--- src/rtl/ctr_pkg.sv ---
package ctr_pkg;

    localparam int BUS_W = 16;

    localparam logic [1:0] A_PRE_LO = 2'd0;
    localparam logic [1:0] A_PRE_HI = 2'd1;
    localparam logic [1:0] A_MODE   = 2'd2;
    localparam logic [1:0] A_CTRL   = 2'd3;

    localparam int CTL_ZERO_BIT  = 15;
    localparam int CTL_LOAD_BIT  = 14;
    localparam int CTL_CLEAR_BIT = 3;

    localparam logic [1:0] SRC_X1   = 2'd0;
    localparam logic [1:0] SRC_X2   = 2'd1;
    localparam logic [1:0] SRC_X4   = 2'd2;
    localparam logic [1:0] SRC_TICK = 2'd3;

    localparam logic [1:0] HW_IDX_HIGH = 2'd0;
    localparam logic [1:0] HW_IDX_LOW  = 2'd1;
    localparam logic [1:0] HW_NOT_CAP  = 2'd2;
    localparam logic [1:0] HW_CAP      = 2'd3;

    localparam logic [2:0] AL_ALTERNATE = 3'd1;
    localparam logic [2:0] AL_INDEX     = 3'd4;

    typedef struct packed {
        logic       rsvd;
        logic       pre_sel;
        logic       latch_ctl;
        logic       sw_dir;
        logic       down;
        logic [1:0] clk_src;
        logic [1:0] en_ctl;
        logic [1:0] hw_src;
        logic [2:0] autold;
        logic       out_pol;
        logic       out_src;
    } mode_t;

    typedef enum logic {
        CAP_CLEAR = 1'b0,
        CAP_SET   = 1'b1
    } cap_state_e;

endpackage

--- src/rtl/ctr_quad_decode.sv ---
module ctr_quad_decode
    import ctr_pkg::*;
#(
    parameter int SYNC_STAGES = 2
) (
    input  logic       clk,
    input  logic       rst_n,
    input  logic       enc_a,
    input  logic       enc_b,
    input  logic       enc_idx,
    input  logic [1:0] src,
    output logic       step,
    output logic       up,
    output logic       idx_rise,
    output logic       idx_lvl
);
    localparam int NSIG = 3;

    logic [NSIG-1:0] raw;
    logic [NSIG-1:0] cur;
    logic [NSIG-1:0] prev;

    assign raw = {enc_idx, enc_b, enc_a};

    for (genvar g = 0; g < NSIG; g++) begin : g_sync
        logic [SYNC_STAGES-1:0] chain;
        always_ff @(posedge clk or negedge rst_n) begin
            if (!rst_n) chain <= '0;
            else        chain <= {chain[SYNC_STAGES-2:0], raw[g]};
        end
        assign cur[g] = chain[SYNC_STAGES-1];
    end

    always_ff @(posedge clk or negedge rst_n) begin
        if (!rst_n) prev <= '0;
        else        prev <= cur;
    end

    logic chg_a, chg_b;
    assign chg_a = cur[0] ^ prev[0];
    assign chg_b = cur[1] ^ prev[1];

    assign up       = cur[0] ^ prev[1];
    assign idx_rise = cur[2] & ~prev[2];
    assign idx_lvl  = cur[2];

    always_comb begin
        unique case (src)
            SRC_X1:  step = chg_a & ~chg_b & ~cur[1];
            SRC_X2:  step = chg_a & ~chg_b;
            SRC_X4:  step = chg_a ^ chg_b;
            default: step = 1'b0;
        endcase
    end
endmodule

--- src/rtl/ctr_capture_fsm.sv ---
module ctr_capture_fsm
    import ctr_pkg::*;
(
    input  logic clk,
    input  logic rst_n,
    input  logic clr_cmd,
    input  logic term,
    input  logic toggle,
    output logic flag
);
    cap_state_e state_q, state_d;

    always_ff @(posedge clk or negedge rst_n) begin
        if (!rst_n) state_q <= CAP_SET;
        else        state_q <= state_d;
    end

    always_comb begin
        state_d = state_q;
        unique case (state_q)
            CAP_CLEAR: if (!clr_cmd && term) state_d = CAP_SET;
            CAP_SET:   if (clr_cmd || (term && toggle)) state_d = CAP_CLEAR;
            default:   state_d = CAP_SET;
        endcase
    end

    always_comb begin
        flag = (state_q == CAP_SET);
    end
endmodule

--- src/rtl/ctr_count_engine.sv ---
module ctr_count_engine #(
    parameter int CNT_W = 24
) (
    input  logic             clk,
    input  logic             rst_n,
    input  logic             step_en,
    input  logic             up,
    input  logic             do_zero,
    input  logic             do_load,
    input  logic             idx_load,
    input  logic             alt_reload,
    input  logic             flag,
    input  logic [CNT_W-1:0] pre0,
    input  logic [CNT_W-1:0] pre1,
    output logic [CNT_W-1:0] count,
    output logic             term
);
    logic [CNT_W-1:0] nxt;
    logic             hit;

    always_comb begin
        nxt  = up ? count + 1'b1 : count - 1'b1;
        hit  = up ? (nxt == {CNT_W{1'b1}}) : (nxt == '0);
        term = step_en & hit & ~do_zero & ~do_load & ~idx_load;
    end

    always_ff @(posedge clk or negedge rst_n) begin
        if (!rst_n)               count <= '0;
        else if (do_load)         count <= pre0;
        else if (do_zero)         count <= '0;
        else if (idx_load)        count <= pre0;
        else if (step_en) begin
            if (hit && alt_reload) count <= flag ? pre0 : pre1;
            else                   count <= nxt;
        end
    end
endmodule

--- src/rtl/ctr_channel.sv ---
module ctr_channel
    import ctr_pkg::*;
#(
    parameter int CNT_W       = 24,
    parameter int SYNC_STAGES = 2
) (
    input  logic             clk,
    input  logic             rst_n,
    input  logic             bus_wr,
    input  logic             bus_rd,
    input  logic [1:0]       bus_addr,
    input  logic [BUS_W-1:0] bus_wdata,
    output logic [BUS_W-1:0] bus_rdata,
    input  logic             enc_a,
    input  logic             enc_b,
    input  logic             enc_idx,
    input  logic             tick_en,
    output logic             ctr_out
);
    localparam int HI_W = CNT_W - BUS_W;

    mode_t                  mode_r;
    logic [1:0][CNT_W-1:0]  pre_q;
    logic [CNT_W-1:0]       count_q;
    logic [CNT_W-1:0]       lat_q;
    logic                   cap_flag;

    logic wr_lo, wr_hi, wr_mode, wr_ctl;
    assign wr_lo   = bus_wr && (bus_addr == A_PRE_LO);
    assign wr_hi   = bus_wr && (bus_addr == A_PRE_HI);
    assign wr_mode = bus_wr && (bus_addr == A_MODE);
    assign wr_ctl  = bus_wr && (bus_addr == A_CTRL);

    logic do_zero, do_load, clr_cmd;
    assign do_zero = wr_ctl & bus_wdata[CTL_ZERO_BIT];
    assign do_load = wr_ctl & bus_wdata[CTL_LOAD_BIT];
    assign clr_cmd = wr_ctl & bus_wdata[CTL_CLEAR_BIT];

    always_ff @(posedge clk or negedge rst_n) begin
        if (!rst_n)       mode_r <= '0;
        else if (wr_mode) mode_r <= mode_t'({1'b0, bus_wdata[BUS_W-2:0]});
    end

    always_ff @(posedge clk or negedge rst_n) begin
        if (!rst_n) begin
            pre_q <= '0;
        end else begin
            for (int g = 0; g < 2; g++) begin
                if (mode_r.pre_sel == g[0]) begin
                    if (wr_lo) pre_q[g][BUS_W-1:0]     <= bus_wdata;
                    if (wr_hi) pre_q[g][CNT_W-1:BUS_W] <= bus_wdata[HI_W-1:0];
                end
            end
        end
    end

    logic q_step, q_up, idx_rise, idx_lvl;

    ctr_quad_decode #(.SYNC_STAGES(SYNC_STAGES)) u_quad (
        .clk      (clk),
        .rst_n    (rst_n),
        .enc_a    (enc_a),
        .enc_b    (enc_b),
        .enc_idx  (enc_idx),
        .src      (mode_r.clk_src),
        .step     (q_step),
        .up       (q_up),
        .idx_rise (idx_rise),
        .idx_lvl  (idx_lvl)
    );

    logic use_tick, dir_up, raw_step, hw_en, cnt_en, step_en;

    always_comb begin
        use_tick = (mode_r.clk_src == SRC_TICK);
        dir_up   = (mode_r.sw_dir || use_tick) ? ~mode_r.down : q_up;
        raw_step = use_tick ? tick_en : q_step;
        unique case (mode_r.hw_src)
            HW_IDX_HIGH: hw_en = idx_lvl;
            HW_IDX_LOW:  hw_en = ~idx_lvl;
            HW_NOT_CAP:  hw_en = ~cap_flag;
            default:     hw_en = cap_flag;
        endcase
        unique case (mode_r.en_ctl)
            2'd0:    cnt_en = 1'b0;
            2'd1:    cnt_en = 1'b1;
            default: cnt_en = hw_en;
        endcase
        step_en = raw_step & cnt_en;
    end

    logic term;

    ctr_count_engine #(.CNT_W(CNT_W)) u_count (
        .clk        (clk),
        .rst_n      (rst_n),
        .step_en    (step_en),
        .up         (dir_up),
        .do_zero    (do_zero),
        .do_load    (do_load),
        .idx_load   (idx_rise && (mode_r.autold == AL_INDEX)),
        .alt_reload (mode_r.autold == AL_ALTERNATE),
        .flag       (cap_flag),
        .pre0       (pre_q[0]),
        .pre1       (pre_q[1]),
        .count      (count_q),
        .term       (term)
    );

    ctr_capture_fsm u_cap (
        .clk     (clk),
        .rst_n   (rst_n),
        .clr_cmd (clr_cmd),
        .term    (term),
        .toggle  (mode_r.autold == AL_ALTERNATE),
        .flag    (cap_flag)
    );

    always_ff @(posedge clk or negedge rst_n) begin
        if (!rst_n)
            lat_q <= '0;
        else if (!mode_r.latch_ctl && bus_rd && (bus_addr == A_PRE_LO))
            lat_q <= count_q;
        else if (mode_r.latch_ctl && idx_rise)
            lat_q <= count_q;
    end

    always_comb begin
        unique case (bus_addr)
            A_PRE_LO: bus_rdata = mode_r.latch_ctl ? lat_q[BUS_W-1:0] : count_q[BUS_W-1:0];
            A_PRE_HI: bus_rdata = {{(BUS_W-HI_W){1'b0}}, lat_q[CNT_W-1:BUS_W]};
            A_MODE:   bus_rdata = mode_r;
            default:  bus_rdata = {{(BUS_W-1){1'b0}}, cap_flag};
        endcase
    end

    assign ctr_out = (mode_r.out_src ? ~cnt_en : cap_flag) ^ mode_r.out_pol;
endmodule

--- config.mk ---
export PLATFORM = sky130hd
export DESIGN_NAME = ctr_channel
export DESIGN_NICKNAME = d
export VERILOG_FILES = /design/src/rtl/ctr_pkg.sv /design/src/rtl/ctr_quad_decode.sv /design/src/rtl/ctr_capture_fsm.sv /design/src/rtl/ctr_count_engine.sv /design/src/rtl/ctr_channel.sv
export SDC_FILE = /design/constraint.sdc
export NUM_CORES = 1
export LEC_CHECK = 0
export ABC_AREA = 1
export BUFFER_PORTS_ARGS = -buffer_cell sky130_fd_sc_hd__buf_2
export CAP_MARGIN = 40
export CORE_AREA = 5 5 124 126
export DETAILED_ROUTE_END_ITERATION = 8
export DIE_AREA = 0 0 129 131
export PLACE_DENSITY = 0.78
export SLEW_MARGIN = 40
export SYNTH_ARGS = -nofsm -noshare
export SYNTH_HDL_FRONTEND = slang
export SYNTH_HIERARCHICAL = 1
export SYNTH_SLANG_ARGS = --single-unit
--- constraint.sdc ---
create_clock -name clk -period 4.7 [get_ports clk]
set_input_delay 0.235 -clock clk [delete_from_list [all_inputs] [get_ports clk]]
set_output_delay 0.235 -clock clk [all_outputs]
set_load 0.02 [all_outputs]
==> load_flow_metrics.sql <==
INSERT INTO impl_metrics (metric_group, metric, value, unit) VALUES
('timing', 'hold_slack', '0.108', 'ns'),
('critical_path', 'critical_path_class', 'flop to flop', ''),
('global_routing', 'grt_start_max_net_pins', '81', ''),
('synth', 'postSynthCellCount', '1235', ''),
('critical_path', 'r2r_path_start', 'mode_r[9]$_DFFE_PN0P_', ''),
('synth', 'synth.area.top_cells', 'sky130_fd_sc_hd__dfrtp_1 (36%), sky130_fd_sc_hd__nand2_1 (16%), sky130_fd_sc_hd__inv_1 (7.3%)', ''),
('timing', 'skew', '0.00855', 'ns'),
('timing', 'final_period_minus_worst_setup_slack', '4.09', 'ns'),
('timing', 'worst_slew_pin_slew', '0.770', 'ns'),
('detailed_routing', 'route.antenna.remaining_nets', '0', ''),
('synth', 'commonest_cells_post_synth', 'sky130_fd_sc_hd__nand2_1 (363), sky130_fd_sc_hd__inv_1 (163), sky130_fd_sc_hd__dfrtp_1 (120)', ''),
('critical_path', 'worst-path-max-fanout', '23', ''),
('cts', 'cts.path.max_buffers', '2', ''),
('power', 'vdd_drop_max', '0.000488', 'V'),
('synth', 'sequential_area_share_after_synthesis', '36.3', '%'),
('detailed_routing', 'dr_total_vias', '8239', ''),
('cts', 'cts_inserted_buffers', '17', ''),
('synth', 'number_of_flops_mapped_to_enable_cells_by_yosys', '0', ''),
('timing', 'setup_viol', '0', ''),
('floorplanning', 'core_area', '14200', 'µm²'),
('detailed_routing', 'route.detailed.vias_per_inst', '5.64', ''),
('global_routing', 'antenna_found_initial', '0', ''),
('floorplanning', 'io-pin-count', '43', ''),
('status', 'run_status', 'complete, no violations', ''),
('synth', 'ys.flop_type', 'sky130_fd_sc_hd__dfrtp_1', ''),
('timing', 'finalHoldViolCount', '0', ''),
('synth', 'syn_nets', '1287', ''),
('global_routing', 'first_global_vias', '7428', ''),
('power', 'powerDensity', '702', 'nW/µm²'),
('cts', 'cts_post_setup_buffers_inserted', '0', ''),
('job', 'drv_cap', '0', ''),
('critical_path', 'worstSetupEndpoint', 'u_count/count[21]$_DFFE_PN0P_', ''),
('synth', 'synth_top_cell_area_share', '35.9', '%'),
('global_routing', 'grt.total_usage', '30.1', '%'),
('power', 'p_leak', '4.91', 'nW'),
('placed_design', 'hpwlAfterDp', '17900', 'µm'),
('cts', 'clock_sink_count', '121', ''),
('final_layout', 'antenna_cells', '0', ''),
('synth', 'synth.most_common_cell', 'sky130_fd_sc_hd__nand2_1', ''),
('floorplanning', 'floorplan.initialDensity', '58.8', '%'),
('critical_path', 'critical_path.reg2reg.endpoint', 'u_count/count[21]$_DFFE_PN0P_', ''),
('synth', 'distinct_cells_synth', '40', ''),
('final_layout', 'fin_nets', '1316', ''),
('detailed_routing', 'drcViolationCount', '0', ''),
('power', 'total_power', '0.00654', 'W'),
('timing', 'slew_headroom', '48.4', '%'),
('synth', 'post-synth-top-area-cell', 'sky130_fd_sc_hd__dfrtp_1', ''),
('timing', 'totalNegativeSetupSlack', '0', 'ns'),
('detailed_routing', 'avgRoutedWirePerCell', '16.8', 'µm'),
('synth', 'synthArstFlopShare', '100', '%'),
('cts', 'clock_latency', '0.42', 'ns'),
('critical_path', 'reg2reg_depth', '24', ''),
('floorplanning', 'floorplan.die.width', '129', 'µm'),
('timing', 'rsz0062_at_grt', 'no', ''),
('final_layout', 'layout-drive-gt1-share', '12.0', '%'),
('detailed_routing', 'totalWireLength', '24600', 'µm'),
('floorplanning', 'die-area', '16900', 'µm²'),
('critical_path', 'timing.critical_path.from_type', 'flop', ''),
('detailed_routing', 'drt-initial-drc-count', '971', ''),
('global_routing', 'overflow', '0', ''),
('timing', 'max_freq', '245', 'MHz'),
('critical_path', 'worstSetupEndpointType', 'flop', ''),
('placed_design', 'place.gp.congestion', '0.927', ''),
('timing', 'timing.final.crit_share', '87.0', '%'),
('critical_path', 'timing.critical_path.arrival', '4.42', 'ns'),
('critical_path', 'regToRegSetupSlack', '0.61', 'ns'),
('global_routing', 'first_pass_grt_wire_length', '39400', 'µm'),
('synth', 'synth.ff_latch_count', '121', ''),
('hold_path', 'hold_path.class', 'input port to flop', ''),
('timing', 'finalMaxSlewViolations', '0', ''),
('cts', 'cts-htree-levels', '4', '');
per-stage QoR:
step / util, % / setup slack, ns / instances / instance area, µm²
floorplan: - / 1.18 / 1235 / 8350
global placement: 60.4 / 0.700 / 1422 / 8570
detailed placement: 60.6 / 0.652 / 1424 / 8610
CTS: 65.4 / 0.529 / 1460 / 9300
global route: 65.6 / 0.154 / 1461 / 9320
finish: 65.6 / 0.611 / 1461 / 9320
state kept, by name, summed over array words and instances, names as in the netlist:
register / flops
u_cap/flag: 1
u_quad/g_sync.chain: 6
u_count/count: 24
u_quad/prev: 3
mode_r: 15
lat_q: 24
pre_q: 48
layer usage:
layer	GRT usage (%)	vias up	wire [µm]
met3	5.61	58	2020
li1	-	4047	-
met5	0	-	0
met2	45.0	360	10800
met4	12.4	0	1040
met1	43.2	3774	10800
worst min-delay path by stage:
stage	cells past startpoint	endpoint	startpoint
floorplan	0	lat_q[0]$_DFFE_PN0P_	rst_n
global placement	0	u_quad/g_sync[1].chain[1]$_DFF_PN0_	u_quad/g_sync[1].chain[0]$_DFF_PN0_
detailed placement	1	u_quad/g_sync[0].chain[0]$_DFF_PN0_	rst_n
CTS	3	mode_r[8]$_DFFE_PN0P_	bus_wdata[8]
global route	3	mode_r[8]$_DFFE_PN0P_	bus_wdata[8]
finish	3	mode_r[8]$_DFFE_PN0P_	bus_wdata[8]
worst max-delay path: stages, from the launching register on:
cell                      delay [ns]
sky130_fd_sc_hd__dfrtp_1        0.46
sky130_fd_sc_hd__nand2_1        0.10
sky130_fd_sc_hd__nand2_1        0.10
sky130_fd_sc_hd__nor2_1         0.06
sky130_fd_sc_hd__a21oi_2        0.29
sky130_fd_sc_hd__inv_1          0.09
sky130_fd_sc_hd__buf_4          0.24
sky130_fd_sc_hd__ha_1           0.42
sky130_fd_sc_hd__or2_4          0.31
sky130_fd_sc_hd__nand3_2        0.11
sky130_fd_sc_hd__nand2_2        0.08
sky130_fd_sc_hd__nand2_1        0.10
sky130_fd_sc_hd__nand2_1        0.11
sky130_fd_sc_hd__nand2_1        0.07
sky130_fd_sc_hd__nand2_1        0.10
sky130_fd_sc_hd__nor2_1         0.12
sky130_fd_sc_hd__nand3_1        0.08
sky130_fd_sc_hd__nor2_1         0.17
sky130_fd_sc_hd__nand3_2        0.12
sky130_fd_sc_hd__nand2_4        0.20
sky130_fd_sc_hd__buf_4          0.22
sky130_fd_sc_hd__nand3_1        0.08
sky130_fd_sc_hd__nand3_1        0.09
sky130_fd_sc_hd__nand2_1        0.08
sky130_fd_sc_hd__a21oi_1        0.17
cell type report:
class / count / area [µm²]
clock buffers: 19 / 453
clock inverters: 13 / 193
fillers: 1279 / 4880
inverters: 169 / 639
multi-input cells: 897 / 4410
flip-flops and latches: 121 / 3030
well taps: 184 / 230
repair buffers: 58 / 367
repair_timing:
| action | CTS | global route |
|---|---|---|
| hold endpoints to repair | 82 | 0 |
| resized for setup | 0 | 1 |
| hold buffers | 4 | 0 |
| setup endpoints to repair | 0 | 1 |
cell usage in the layout, fill, tap and decap left out, drive strengths merged:
| master | n |
|---|---|
| a311oi | 1 |
| a21o | 1 |
| nor3 | 7 |
| o21bai | 4 |
| o21ai | 106 |
| o211ai | 3 |
| nand4 | 5 |
| clkbuf | 19 |
| a21oi | 132 |
| dfrtp | 120 |
| a22oi | 1 |
| nand2 | 379 |
| nor2 | 99 |
| nand3b | 2 |
| dlygate4sd3 | 4 |
| ha | 25 |
| clkinvlp | 5 |
| o2111ai | 1 |
| or2 | 2 |
| fa | 1 |
| nand3 | 119 |
| dfstp | 1 |
| xnor2 | 1 |
| xor2 | 3 |
| inv | 168 |
| o221ai | 5 |
| bufinv | 4 |
| clkinv | 5 |
| buf | 54 |
power by group:
| group | switching [W] | leakage (nW) | internal (W) | total [W] |
|---|---|---|---|---|
| clock network | 0.000509 | 0.298 | 0.000920 | 0.00143 |
| logic | 0.00224 | 3.14 | 0.00112 | 0.00336 |
| registers | 0.000372 | 1.47 | 0.00138 | 0.00175 |
| total | 0.00312 | 4.91 | 0.00342 | 0.00654 |
cell families after synthesis:
group	share of synthesized area [%]
flops	36.3
xor+xnor	0.419
simple gates	30.9
fa+ha+maj	3.98
buf+inv	11.3
compound gates	17.1
No activity file was read; power rests on OpenSTA's default activity.
